### config.mk
export PLATFORM = sky130hd
export DESIGN_NAME = cfh_irq_unit
export DESIGN_NICKNAME = d
export VERILOG_FILES = /design/src/rtl/cfh_irq_pkg.sv /design/src/rtl/cfh_irq_local.sv /design/src/rtl/cfh_irq_global.sv /design/src/rtl/cfh_irq_readmux.sv /design/src/rtl/cfh_irq_unit.sv
export SDC_FILE = /design/constraint.sdc
export NUM_CORES = 1
export LEC_CHECK = 0
export ABC_AREA = 1
export BUFFER_PORTS_ARGS = -buffer_cell sky130_fd_sc_hd__buf_2
export CAP_MARGIN = 0
export CELL_PAD_IN_SITES_DETAIL_PLACEMENT = 1
export CELL_PAD_IN_SITES_GLOBAL_PLACEMENT = 2
export CORE_UTILIZATION = 21
export DETAILED_ROUTE_END_ITERATION = 10
export PLACE_DENSITY = 0.88
export SYNTH_ARGS = -nofsm -noshare
export SYNTH_HDL_FRONTEND = slang
export SYNTH_SLANG_ARGS = --single-unit
### constraint.sdc
create_clock -name clk -period 1.3 [get_ports clk]
set_input_delay 0.13 -clock clk [delete_from_list [all_inputs] [get_ports clk]]
set_output_delay 0.13 -clock clk [all_outputs]
set_load 0.005 [all_outputs]
### src/rtl/cfh_irq_pkg.sv
package cfh_irq_pkg;
  localparam int LOCAL_W = 12;
  localparam int GLOB_W  = 2;
  localparam logic [LOCAL_W-1:0] LOCAL_VALID = 12'hF0F;
  localparam logic [11:0] OFS_LSTAT = 12'h004;
  localparam logic [11:0] OFS_LEN   = 12'h008;
  localparam logic [11:0] OFS_GSTAT = 12'h800;
  localparam logic [11:0] OFS_GSTEN = 12'h804;
  localparam logic [11:0] OFS_GSGEN = 12'h808;
endpackage

### src/rtl/cfh_irq_local.sv
module cfh_irq_local
  import cfh_irq_pkg::*;
(
  input  logic               clk,
  input  logic               rst,
  input  logic [LOCAL_W-1:0] ev,
  input  logic               clr_wr,
  input  logic               en_wr,
  input  logic [LOCAL_W-1:0] wbits,
  output logic [LOCAL_W-1:0] lstat,
  output logic [LOCAL_W-1:0] len,
  output logic               pend
);
  logic [LOCAL_W-1:0] clr_mask;

  assign clr_mask = clr_wr ? wbits : '0;

  genvar i;
  generate
    for (i = 0; i < LOCAL_W; i++) begin : g_bit
      if (LOCAL_VALID[i]) begin : g_impl
        always_ff @(posedge clk) begin
          if (rst) begin
            lstat[i] <= 1'b0;
            len[i]   <= 1'b0;
          end else begin
            // set has priority over write-one clear
            lstat[i] <= ev[i] | (lstat[i] & ~clr_mask[i]);
            if (en_wr) len[i] <= wbits[i];
          end
        end
      end else begin : g_none
        assign lstat[i] = 1'b0;
        assign len[i]   = 1'b0;
      end
    end
  endgenerate

  assign pend = |(lstat & len);
endmodule

### src/rtl/cfh_irq_global.sv
module cfh_irq_global
  import cfh_irq_pkg::*;
(
  input  logic              clk,
  input  logic              rst,
  input  logic              pend,
  input  logic              sib,
  input  logic              gs_wr,
  input  logic              gsten_wr,
  input  logic              gsgen_wr,
  input  logic [GLOB_W-1:0] wbits,
  output logic [GLOB_W-1:0] gstat,
  output logic              gsten,
  output logic              gsgen,
  output logic              irq
);
  logic [GLOB_W-1:0] set_v;
  logic [GLOB_W-1:0] clr_v;

  assign set_v = {sib, pend} & {GLOB_W{gsten}};
  assign clr_v = gs_wr ? wbits : '0;

  always_ff @(posedge clk) begin
    if (rst) begin
      gstat <= '0;
      gsten <= 1'b0;
      gsgen <= 1'b0;
      irq   <= 1'b0;
    end else begin
      gstat <= set_v | (gstat & ~clr_v);
      if (gsten_wr) gsten <= wbits[0];
      if (gsgen_wr) gsgen <= wbits[0];
      irq <= gsgen & (|gstat);
    end
  end
endmodule

### src/rtl/cfh_irq_readmux.sv
module cfh_irq_readmux
  import cfh_irq_pkg::*;
#(
  parameter int ADDR_W = 12,
  parameter int DATA_W = 32
) (
  input  logic               clk,
  input  logic               rst,
  input  logic               rd_en,
  input  logic [ADDR_W-1:0]  addr,
  input  logic [LOCAL_W-1:0] lstat,
  input  logic [LOCAL_W-1:0] len,
  input  logic [GLOB_W-1:0]  gstat,
  input  logic               gsten,
  input  logic               gsgen,
  output logic [DATA_W-1:0]  rd_data
);
  logic [DATA_W-1:0] sel;

  always_comb begin
    sel = '0;
    case (addr)
      ADDR_W'(OFS_LSTAT): sel[LOCAL_W-1:0] = lstat;
      ADDR_W'(OFS_LEN):   sel[LOCAL_W-1:0] = len;
      ADDR_W'(OFS_GSTAT): sel[GLOB_W-1:0]  = gstat;
      ADDR_W'(OFS_GSTEN): sel[0]           = gsten;
      ADDR_W'(OFS_GSGEN): sel[0]           = gsgen;
      default:            sel              = '0;
    endcase
  end

  always_ff @(posedge clk) begin
    if (rst)        rd_data <= '0;
    else if (rd_en) rd_data <= sel;
  end
endmodule

### src/rtl/cfh_irq_unit.sv
module cfh_irq_unit
  import cfh_irq_pkg::*;
#(
  parameter int ADDR_W = 12,
  parameter int DATA_W = 32
) (
  input  logic               clk,
  input  logic               rst,
  input  logic [LOCAL_W-1:0] ev_pulse,
  input  logic               sib_pulse,
  input  logic               wr_en,
  input  logic               rd_en,
  input  logic [ADDR_W-1:0]  addr,
  input  logic [DATA_W-1:0]  wr_data,
  output logic [DATA_W-1:0]  rd_data,
  output logic               irq_out
);
  logic [LOCAL_W-1:0] lstat_q;
  logic [LOCAL_W-1:0] len_q;
  logic [GLOB_W-1:0]  gstat_q;
  logic               gsten_q;
  logic               gsgen_q;
  logic               pend;
  logic               wr_lstat, wr_len, wr_gstat, wr_gsten, wr_gsgen;

  assign wr_lstat = wr_en && (addr == ADDR_W'(OFS_LSTAT));
  assign wr_len   = wr_en && (addr == ADDR_W'(OFS_LEN));
  assign wr_gstat = wr_en && (addr == ADDR_W'(OFS_GSTAT));
  assign wr_gsten = wr_en && (addr == ADDR_W'(OFS_GSTEN));
  assign wr_gsgen = wr_en && (addr == ADDR_W'(OFS_GSGEN));

  cfh_irq_local u_local (
    .clk   (clk),
    .rst   (rst),
    .ev    (ev_pulse),
    .clr_wr(wr_lstat),
    .en_wr (wr_len),
    .wbits (wr_data[LOCAL_W-1:0]),
    .lstat (lstat_q),
    .len   (len_q),
    .pend  (pend)
  );

  cfh_irq_global u_global (
    .clk     (clk),
    .rst     (rst),
    .pend    (pend),
    .sib     (sib_pulse),
    .gs_wr   (wr_gstat),
    .gsten_wr(wr_gsten),
    .gsgen_wr(wr_gsgen),
    .wbits   (wr_data[GLOB_W-1:0]),
    .gstat   (gstat_q),
    .gsten   (gsten_q),
    .gsgen   (gsgen_q),
    .irq     (irq_out)
  );

  cfh_irq_readmux #(.ADDR_W(ADDR_W), .DATA_W(DATA_W)) u_rd (
    .clk    (clk),
    .rst    (rst),
    .rd_en  (rd_en),
    .addr   (addr),
    .lstat  (lstat_q),
    .len    (len_q),
    .gstat  (gstat_q),
    .gsten  (gsten_q),
    .gsgen  (gsgen_q),
    .rd_data(rd_data)
  );
endmodule

==> impl_results.md, run 1 <==
- Area grow syn2layout: 21.1%
- Clock share of power: 0.399
- WP data arrival: 1.15 ns
- Clk_lat worst skew: 0.28 ns
- Placed cell area: 0.00182 mm²
- Post-synthesis simple-gate area fraction: 0.348
- Rows: 31
- Seq cells post-synth: 29
- P_sw: 474 µW
- Top Usage Layer GRT: met2
- Diode count: 0
- Initial Util: 0.217
- Compound-gate portion of the synthesized area: 0.0827
- Initial antenna violation count: 0
- Sw Ratio: 0.250
- Met3 Usage GRT: 0.0326
- Clock skew: 0.00511 ns
- Max Cap Viol: 0
- Met2 Use GR: 0.199
- Final Non-Filler Cells: 373
- Initial DRC count: 34
- Cell Chain, Critical Path: buf_2 -> nor2_1 -> nand2_2 -> nor2_4 -> and2_4 -> nand2_1 -> nand2_1 -> a21oi_1
- Crit end category: flop
- Critical setup path kind: input pin to flop
- Worst-path fanout max: 8
- Core area: 0.00725 mm²
- Fin. max-slew vios: 0
- Nets: 335
- Final setup fails: 0
- Final min period: 0.989 ns
- H-tree depth: 2
- GRT overflow: 0
- Top_reg_cell synth: dfxtp_1
- Die area: 0.00784 mm²
- Largest family of logic cells by synthesized area: simple AND/OR/NAND/NOR gates
- Part of the cycle the worst path needs: 0.761
- Post-synth EDFFs: 0
- Slowest cell on the critical path: nand2_1
- Register area share after synthesis: 0.369
- Met1 usage: 0.142
- Postcts setup bufs: 0
- # DRC: 0
- Crit path max-delay family: simple AND/OR/NAND/NOR gates
- Utilization after layout: 0.263
- Post-synthesis adder-cell area fraction: 0
- Fmax: 1010 MHz
- VDD IR max: 0.322 mV
- P_leak: 0.000869 µW
- Clock Root Buffer: clkbuf_8
- Vias/cell: 4.09
- Clock transition at path regs: 0.06 ns
- CP max stage delay: 0.19 ns
- Min-delay worst type: input pin to flop
- Final HPWL DP: 3260 µm
- Placement Setup Slack: 0.00132 ns
- Pwr Density: 995 mW/mm²
- Sequential fraction of design power: 0.496
- Die height: 88.5 µm
- Final setup TNS: 0 ns
- Commonest cells in the netlist: nand2_1, nor2_1, dfxtp_1, buf_4, nand3_1
- Int Power: 1420 µW
- Final wirelength: 4210 µm
- Placer congestion estimate: 0.729
- Crit start category: input pin
- Ranking of synthesized cells by area: dfxtp_1, buf_4, nand2_1, nor2_1, nand3_1
- Die span in x: 88.5 µm
- Setup ws final: 0.311 ns
- Avg Cell Area, Syn: 6.87 µm²
- CP required: 1.46 ns
- Post-CTS sizing: 0
- Yosys top cell by area: dfxtp_1
- Hold Path Stages: 3
- Comb pwr share: 0.106
- Gr usage total: 0.117
- First-pass GRT wire length: 7000 µm
- XOR/XNOR share of the synthesized area: 0
- Cell Area, Synth: 0.00157 mm²
- Async SR Flop Fraction: 0
- Syn Inst Count: 229
- Ys Warns: 0
- Port buffer count: 41
- Clock sink count: 29
- Largest buffer count on any clock path: 2
- Worst Path Buf+Inv: 1
- Area share of the largest cell type after synthesis: 0.369
- Final hold viol count: 0
- Vias: 1,526
- Routed Antenna Nets: 0
- Most frequent cell after synthesis: nand2_1
- Layout cells sized above 1: 0.234
- CTS Hold Bufs: 0
- TritonCTS buffer count: 5
- Synth unique cells: 20
- Unrepaired setup endpoints after global routing: no
- Vias in the first global route: 1,527
- Mux contribution to synthesized area: 0
- 1st-pass router iterations: 6
- Cell count of the worst reg-to-reg path: 4
- Crit path depth: 8
- I/O pins: 94
- Fin area: 0.00190 mm²
- Most frequent CP cell: nand2_1
- TritonCTS clock tree: done
- Drt wl/cell: 11.3 µm
- Placed Cells: 366
- Status: finished, final reports clean
- Largest net degree at the start of global routing: 17
[metrics by stage]
stage | hold slack, ns | total power, µW
final | 0.0565 | 1890
after global routing | 0.0611 | 2010
after CTS | 0.0538 | 1930
after detailed placement | 0.348 | 1160
after global placement | 0.334 | 1160
after floorplan | 0.247 | 1110
[tightest hold or removal path, stage by stage]
cell and delay [ns]:
buf_2 0.08, a21oi_1 0.03, nor2_1 0.06
[sequential cells by signal, indices dropped and copies added, names as in the netlist]
name	cells
u_local.lstat	8
u_local.len	8
u_global.gstat	2
u_rd.rd_data	8
u_global.gsgen	1
u_global.gsten	1
u_global.irq	1
[placed cells by master (no fill, tap or decap), drive strengths merged]
cell    count
nor3        1
nand2      50
dfxtp      29
nor2       36
inv        14
nand3      22
a21oi      21
o21ai       5
buf        51
nand4      12
clkbuf      7
conb       24
and2        2
[kinds of logic after synthesis]
| kind of cell | Yosys count |
|---|---|
| simple gates | 123 |
| buf+inv | 50 |
| flops | 29 |
| compound gates | 26 |
| other cells | 1 |
[power by group through the flow]
stage | clock, µW | combinational (µW) | sequential, µW
floorplan | 0 | 153 | 955
global placement | 0 | 198 | 958
detailed placement | 0 | 202 | 959
CTS | 786 | 204 | 940
global route | 833 | 234 | 943
finish | 755 | 200 | 939
[layout make-up]
| cell class | instances | area (µm²) |
|---|---|---|
| Multi-Input combinational cell | 173 | 768 |
| Fill cell | 944 | 5350 |
| Sequential cell | 29 | 581 |
| Timing Repair Buffer | 51 | 293 |
| Inverter | 14 | 52.6 |
| Tap cell | 99 | 124 |
| Clock buffer | 7 | 86.3 |
[per-layer routing]
metal / share of wire / vias to the layer above / wire (µm)
li1: - / 776 / -
met1: 0.47 / 704 / 1970
met2: 0.46 / 40 / 1960
met3: 0.050 / 6 / 211
met4: 0.018 / 0 / 76
met5: 0 / - / 0
[final timing paths]
path,start,slack (ns),end
worst max-delay path,addr[7],0.31,u_local.len[10]
worst min-delay path,ev_pulse[10],0.06,u_local.lstat[10]
worst max register to register,u_local.lstat[11],0.37,u_global.gstat[0]
worst min register to register,u_global.gsgen,0.48,u_global.irq
No activity file was read; power rests on OpenSTA's default activity.
==> run 2, diff against run 1 <==
--- a/config.mk
+++ b/config.mk
@@ -5,14 +5,14 @@
 export SDC_FILE = /design/constraint.sdc
 export NUM_CORES = 1
 export LEC_CHECK = 0
-export ABC_AREA = 1
+export ABC_AREA = 0
 export BUFFER_PORTS_ARGS = -buffer_cell sky130_fd_sc_hd__buf_2
 export CAP_MARGIN = 0
 export CELL_PAD_IN_SITES_DETAIL_PLACEMENT = 1
 export CELL_PAD_IN_SITES_GLOBAL_PLACEMENT = 2
-export CORE_UTILIZATION = 21
+export CORE_UTILIZATION = 22
 export DETAILED_ROUTE_END_ITERATION = 10
-export PLACE_DENSITY = 0.88
+export PLACE_DENSITY = 0.87
 export SYNTH_ARGS = -nofsm -noshare
 export SYNTH_HDL_FRONTEND = slang
 export SYNTH_SLANG_ARGS = --single-unit
==> constraint.sdc (replaced) <==
create_clock -name clk -period 1 [get_ports clk]
set_input_delay 0.1 -clock clk [delete_from_list [all_inputs] [get_ports clk]]
set_output_delay 0.1 -clock clk [all_outputs]
set_load 0.005 [all_outputs]
==> run 2 against run 1 <==
The run now ends with setup timing left. Clock power rose by 25%. Flip-flop and latch count unchanged. Routed wire length fell by 8.0%. Critical path type is now flop to flop. Highest routed layer unchanged.
==> impl_results.md, run 2 <==
- Clock Root Buffer: clkbuf_8
- Critical setup path kind: flop to flop
- Initial DRC count: 35
- Worst setup startpoint: u_global.gsten
- Final min period: 1.06 ns
- Vias in the first global route: 1,334
- Setup ws final: -0.0593 ns
- # DRC: 0
- Largest buffer count on any clock path: 2
- GRT overflow: 0
- Die span in x: 83.7 µm
- Part of the cycle the worst path needs: 1.06
- Async SR Flop Fraction: 0
- Final HPWL DP: 3020 µm
- CP max stage delay: 0.37 ns
- Gr usage total: 0.117
- WP data arrival: 1.28 ns
- Crit end category: flop
- Final wirelength: 3880 µm
- Placement Setup Slack: -0.343 ns
- Post-synth EDFFs: 0
- Nets: 287
- Top_reg_cell synth: dfxtp_1
- Clock skew: 0.00476 ns
- Fin. max-slew vios: 0
- Worst r2r src: u_global.gsten
- I/O pins: 94
- Final setup TNS: -0.0740 ns
- Port buffer count: 41
- Fmax: 944 MHz
- Synth unique cells: 31
- H-tree depth: 2
- FILL cells: 762
- Utilization after layout: 0.314
- Unrepaired setup endpoints after global routing: yes
- Cell count of the worst reg-to-reg path: 4
- Drt wl/cell: 12.8 µm
- Area grow syn2layout: 36.6%
- Final hold viol count: 0
- Min-delay worst type: input pin to flop
- Ranking of synthesized cells by area: dfxtp_1, buf_4, a22o_1, mux2i_1, nor2_1
- Core area: 0.00639 mm²
- Most frequent cell after synthesis: dfxtp_1
- VDD IR max: 0.788 mV
- Clock transition at path regs: 0.07 ns
- Crit start category: flop
- Largest net degree at the start of global routing: 18
- Failing checks: setup timing
- Commonest cells in the netlist: dfxtp_1, buf_4, nor2_1, a22o_1, inv_1
- Area share of the largest cell type after synthesis: 0.395
- Layout cells sized above 1: 0.392
- Hold Path Stages: 2
- Diode count: 0
- Ys Warns: 0
- Vias/cell: 4.39
- Rows: 29
- Placer congestion estimate: 0.747
- 1st-pass router iterations: 4
- Cell Chain, Critical Path: mux2i_2 -> a2bb2oi_2 -> a2111o_1 -> o21ai_1
- Register Area: 584 µm²
- Cell Area, Synth: 0.00147 mm²
- TritonCTS clock tree: done
- Crit path max-delay family: compound AO/OA/AOI/OAI gates
- Area of the multi-input gates: 793 µm²
- Status: finished with violations
- Clock sink count: 29
- CP required: 1.22 ns
- Most common cell after layout, fill and taps aside: buf_2
- Max Cap Viol: 0
- Most frequent cells in the layout: buf_2, dfxtp_1, conb_1, buf_4, nor2_1
- Seq cells post-synth: 29
- Yosys top cell by area: dfxtp_1
- P_leak: 0.000950 µW
- Pwr Density: 1210 mW/mm²
- Die height: 83.7 µm
- Worst-path fanout max: 2
- Worst Path Buf+Inv: 0
- Fin area: 0.00201 mm²
- Slowest cell on the critical path: a2111o_1
- Register area share after synthesis: 0.395
- Initial antenna violation count: 0
- Avg Cell Area, Syn: 9.08 µm²
- HP Start: wr_data[3]
- TritonCTS buffer count: 5
- Biggest regs: u_local.len: 8 flops, u_local.lstat: 8 flops, u_rd.rd_data: 8 flops
- Clk_lat worst skew: 0.28 ns
- Final setup fails: 3
- Vias: 1,335
- Syn Inst Count: 162
- Crit path depth: 4
- CTS Hold Bufs: 0
- First-pass GRT wire length: 6410 µm
- Routed Antenna Nets: 0
- Initial Util: 0.230
- Die area: 0.00701 mm²
- Placed cell area: 0.00184 mm²
-- run 2: path summary, 6_finish.rpt --
| path | endpoint | slack [ns] |
|---|---|---|
| max | u_rd.rd_data[0] | -0.06 |
| min | u_local.lstat[3] | 0.03 |
| max reg2reg | u_rd.rd_data[0] | -0.06 |
| min reg2reg | u_rd.rd_data[0] | 0.46 |
-- run 2: stage by stage --
stage / power, µW / hold WS (ns) / std cells
6_report: 2440 / 0.0259 / 304
5_1_grt: 2570 / 0.0107 / 304
4_1_cts: 2450 / 0.0208 / 304
3_5_place_dp: 1500 / 0.328 / 295
3_3_place_gp: 1490 / 0.312 / 295
2_1_floorplan: 1410 / 0.209 / 185
-- run 2: cell families (layout without fill, tap and decap cells) --
group           Yosys count  in the layout  synth area share
mux                       9              9            0.0613
buf+inv                  40             82             0.165
simple gates             44             44             0.167
other cells               1             24           0.00255
flops                    29             29             0.395
compound gates           39             39             0.209
-- run 2: report_power, final --
part	internal (µW)	total [µW]	switching, µW
clock network	479	941	462
registers	1180	1200	19.1
logic	146	300	154
total	1800	2440	635
-- run 2: per-layer routing --
layer	routed length, µm	GRT usage
met3	185	0.0366
met1	1750	0.144
met4	69	0.0508
met5	0	0
met2	1870	0.188
-- run 2: cell type report --
type	count	area share
Clock buffer	5	0.0343
Clock inverter	3	0.00872
Inverter	10	0.0187
Multi-Input combinational cell	116	0.395
Sequential cell	29	0.291
Tap cell	77	0.0480
Timing Repair Buffer	64	0.204
-- run 2: timing repair --
item,4_1_cts,5_1_grt
gates resized for setup,2,15
hold endpoints to repair,0,0
pin swaps,3,7
buffers inserted,1,0
endpoints found under the setup margin,11,28
-- run 2: worst register-to-register path: stages, from the launching register on --
cell and delay [ns]:
dfxtp_2 0.34, mux2i_2 0.07, a2bb2oi_2 0.13, a2111o_1 0.37, o21ai_1 0.07
==> run 3, diff against run 2 <==
--- a/config.mk
+++ b/config.mk
@@ -6,7 +6,7 @@
 export NUM_CORES = 1
 export LEC_CHECK = 0
 export ABC_AREA = 0
-export BUFFER_PORTS_ARGS = -buffer_cell sky130_fd_sc_hd__buf_2
+export BUFFER_PORTS_ARGS = -buffer_cell sky130_fd_sc_hd__buf_4
 export CAP_MARGIN = 0
 export CELL_PAD_IN_SITES_DETAIL_PLACEMENT = 1
 export CELL_PAD_IN_SITES_GLOBAL_PLACEMENT = 2
==> run 3 against run 2 <==
The run still ends with setup timing left. First-iteration DRC count decreased by 46%. Sequential share of layout area shrank 1.3 points. Largest power group is now the clock network. Combinational power grew 6%. Fmax is 2.2% higher. Sequential power hardly changed. Clock-buffer cell count up 2. Clock power increased by 34%. Register-to-register slack better by 0.02 ns. Highest routed layer unchanged.
==> impl_results.md, run 3 (synthesis results as in run 2) <==
- Crit end category: flop
- Pwr Density: 1320 mW/mm²
- Placement Setup Slack: -0.392 ns
- Clock sink count: 29
- Critical setup path kind: flop to flop
- Crit start category: flop
- 1st-pass router iterations: 4
- Die span in x: 83.7 µm
- Final HPWL DP: 3130 µm
- Clock skew: 0.00555 ns
- Clock transition at path regs: 0.07 ns
- Port buffer count: 41
- Sequential fraction of design power: 0.432
- Core area: 0.00639 mm²
- # DRC: 0
- Failing checks: setup timing
- Final min period: 1.04 ns
- Sw Ratio: 0.221
- H-tree depth: 2
- CP required: 1.22 ns
- First-pass GRT wire length: 6520 µm
- P_sw: 612 µW
- Vias/cell: 4.45
- Max Cap Viol: 0
- Initial Util: 0.230
- Setup ws final: -0.0366 ns
- Clock share of power: 0.453
- Unrepaired setup endpoints after global routing: yes
- Placer congestion estimate: 0.729
- Drt wl/cell: 12.9 µm
- Layout cells sized above 1: 0.358
- GRT overflow: 0
- Initial antenna violation count: 0
- P_leak: 0.000973 µW
- Part of the cycle the worst path needs: 1.04
- Vias in the first global route: 1,348
- Fmax: 965 MHz
- Largest buffer count on any clock path: 2
- VDD IR max: 0.961 mV
- Final setup TNS: -0.0370 ns
- Clk_lat worst skew: 0.28 ns
- Vias: 1,347
- Comb pwr share: 0.115
- Min-delay worst type: input pin to flop
- Worst-path fanout max: 2
- Nets: 286
- Largest net degree at the start of global routing: 26
- I/O pins: 94
- Status: finished with violations
- Routed Antenna Nets: 0
- Final setup fails: 2
- Initial DRC count: 19
- FILL cells: 743
- Worst hold slack: 0.0152 ns
- Fin. max-slew vios: 0
- Area grow syn2layout: 42.7%
- Most frequent cells in the layout: buf_4, dfxtp_1, conb_1, nor2_1, a22o_1
- Gr usage total: 0.116
- Rows: 29
- Most common cell after layout, fill and taps aside: buf_4
- CTS Hold Bufs: 0
- Total power: 2770 µW
- Diode count: 0
- TritonCTS clock tree: done
- WP data arrival: 1.25 ns
- Die area: 0.00701 mm²
- Biggest regs: u_local.len: 8 flops, u_local.lstat: 8 flops, u_rd.rd_data: 8 flops
- Int Power: 2160 µW
- Final hold viol count: 0
- Die height: 83.7 µm
- Clock Root Buffer: clkbuf_8
- Final wirelength: 3900 µm
- TritonCTS buffer count: 5
- Utilization after layout: 0.329
-- run 3: cell types whose count changed in the layout (fill, tap and decap cells not counted), moves of 2 or more --
cell      previous run  this run
a22oi_2              0         2
a22oi_1              5         3
buf_2               39         0
buf_4               20        58
clkinv_2             2         0
-- run 3: cell type report --
| cell class | count | area, µm² | share of cell area |
|---|---|---|---|
| clock buffers | 7 | 86.3 | 0.0411 |
| inverters | 10 | 37.5 | 0.0179 |
| clock inverters | 1 | 30.0 | 0.0143 |
| flip-flops and latches | 29 | 583 | 0.278 |
| multi-input cells | 116 | 764 | 0.364 |
| repair buffers | 63 | 500 | 0.239 |
| well taps | 77 | 96.3 | 0.0459 |
-- run 3: power by group through the flow --
stage                     clock network [µW]  registers, µW  logic (µW)
final                                   1260           1200         319
after global routing                    1340           1200         351
after CTS                               1290           1200         319
after detailed placement                   0           1220         313
after global placement                     0           1220         303
after floorplan                            0           1220         192
-- run 3: metal layers --
layer / part of all wire / GRT usage / vias up
li1: - / - / 659
met1: 0.41 / 0.129 / 646
met2: 0.51 / 0.200 / 38
met3: 0.059 / 0.0406 / 4
met4: 0.016 / 0.0493 / 0
met5: 0 / 0 / -
-- run 3: worst max-delay path, cell delays in order (launching register included) --
cell and delay [ns]:
dfxtp_2 0.33, mux2i_1 0.07, a2bb2oi_1 0.13, a2111o_1 0.37
o21ai_1 0.07
-- run 3: through the flow --
step	area, µm²	std cells
after floorplan	1580	185
after global placement	1940	294
after detailed placement	1940	294
after CTS	2080	303
after global routing	2100	303
final	2100	303
-- run 3: final timing paths --
path / from / end / slack (ns) / cells after the start
worst max-delay path: u_global.gstat[0] / u_rd.rd_data[0] / -0.04 / 4
worst min-delay path: wr_data[9] / u_local.lstat[9] / 0.02 / 2
worst max register to register: u_global.gstat[0] / u_rd.rd_data[0] / -0.04 / 4
worst min register to register: u_rd.rd_data[0] / u_rd.rd_data[0] / 0.47 / 2
-- run 3: repair_timing --
| action | 4_1_cts | 5_1_grt |
|---|---|---|
| resized for setup | 4 | 7 |
| pin swaps | 5 | 7 |
| endpoints found under the setup margin | 17 | 23 |
| buffers inserted | 1 | 0 |
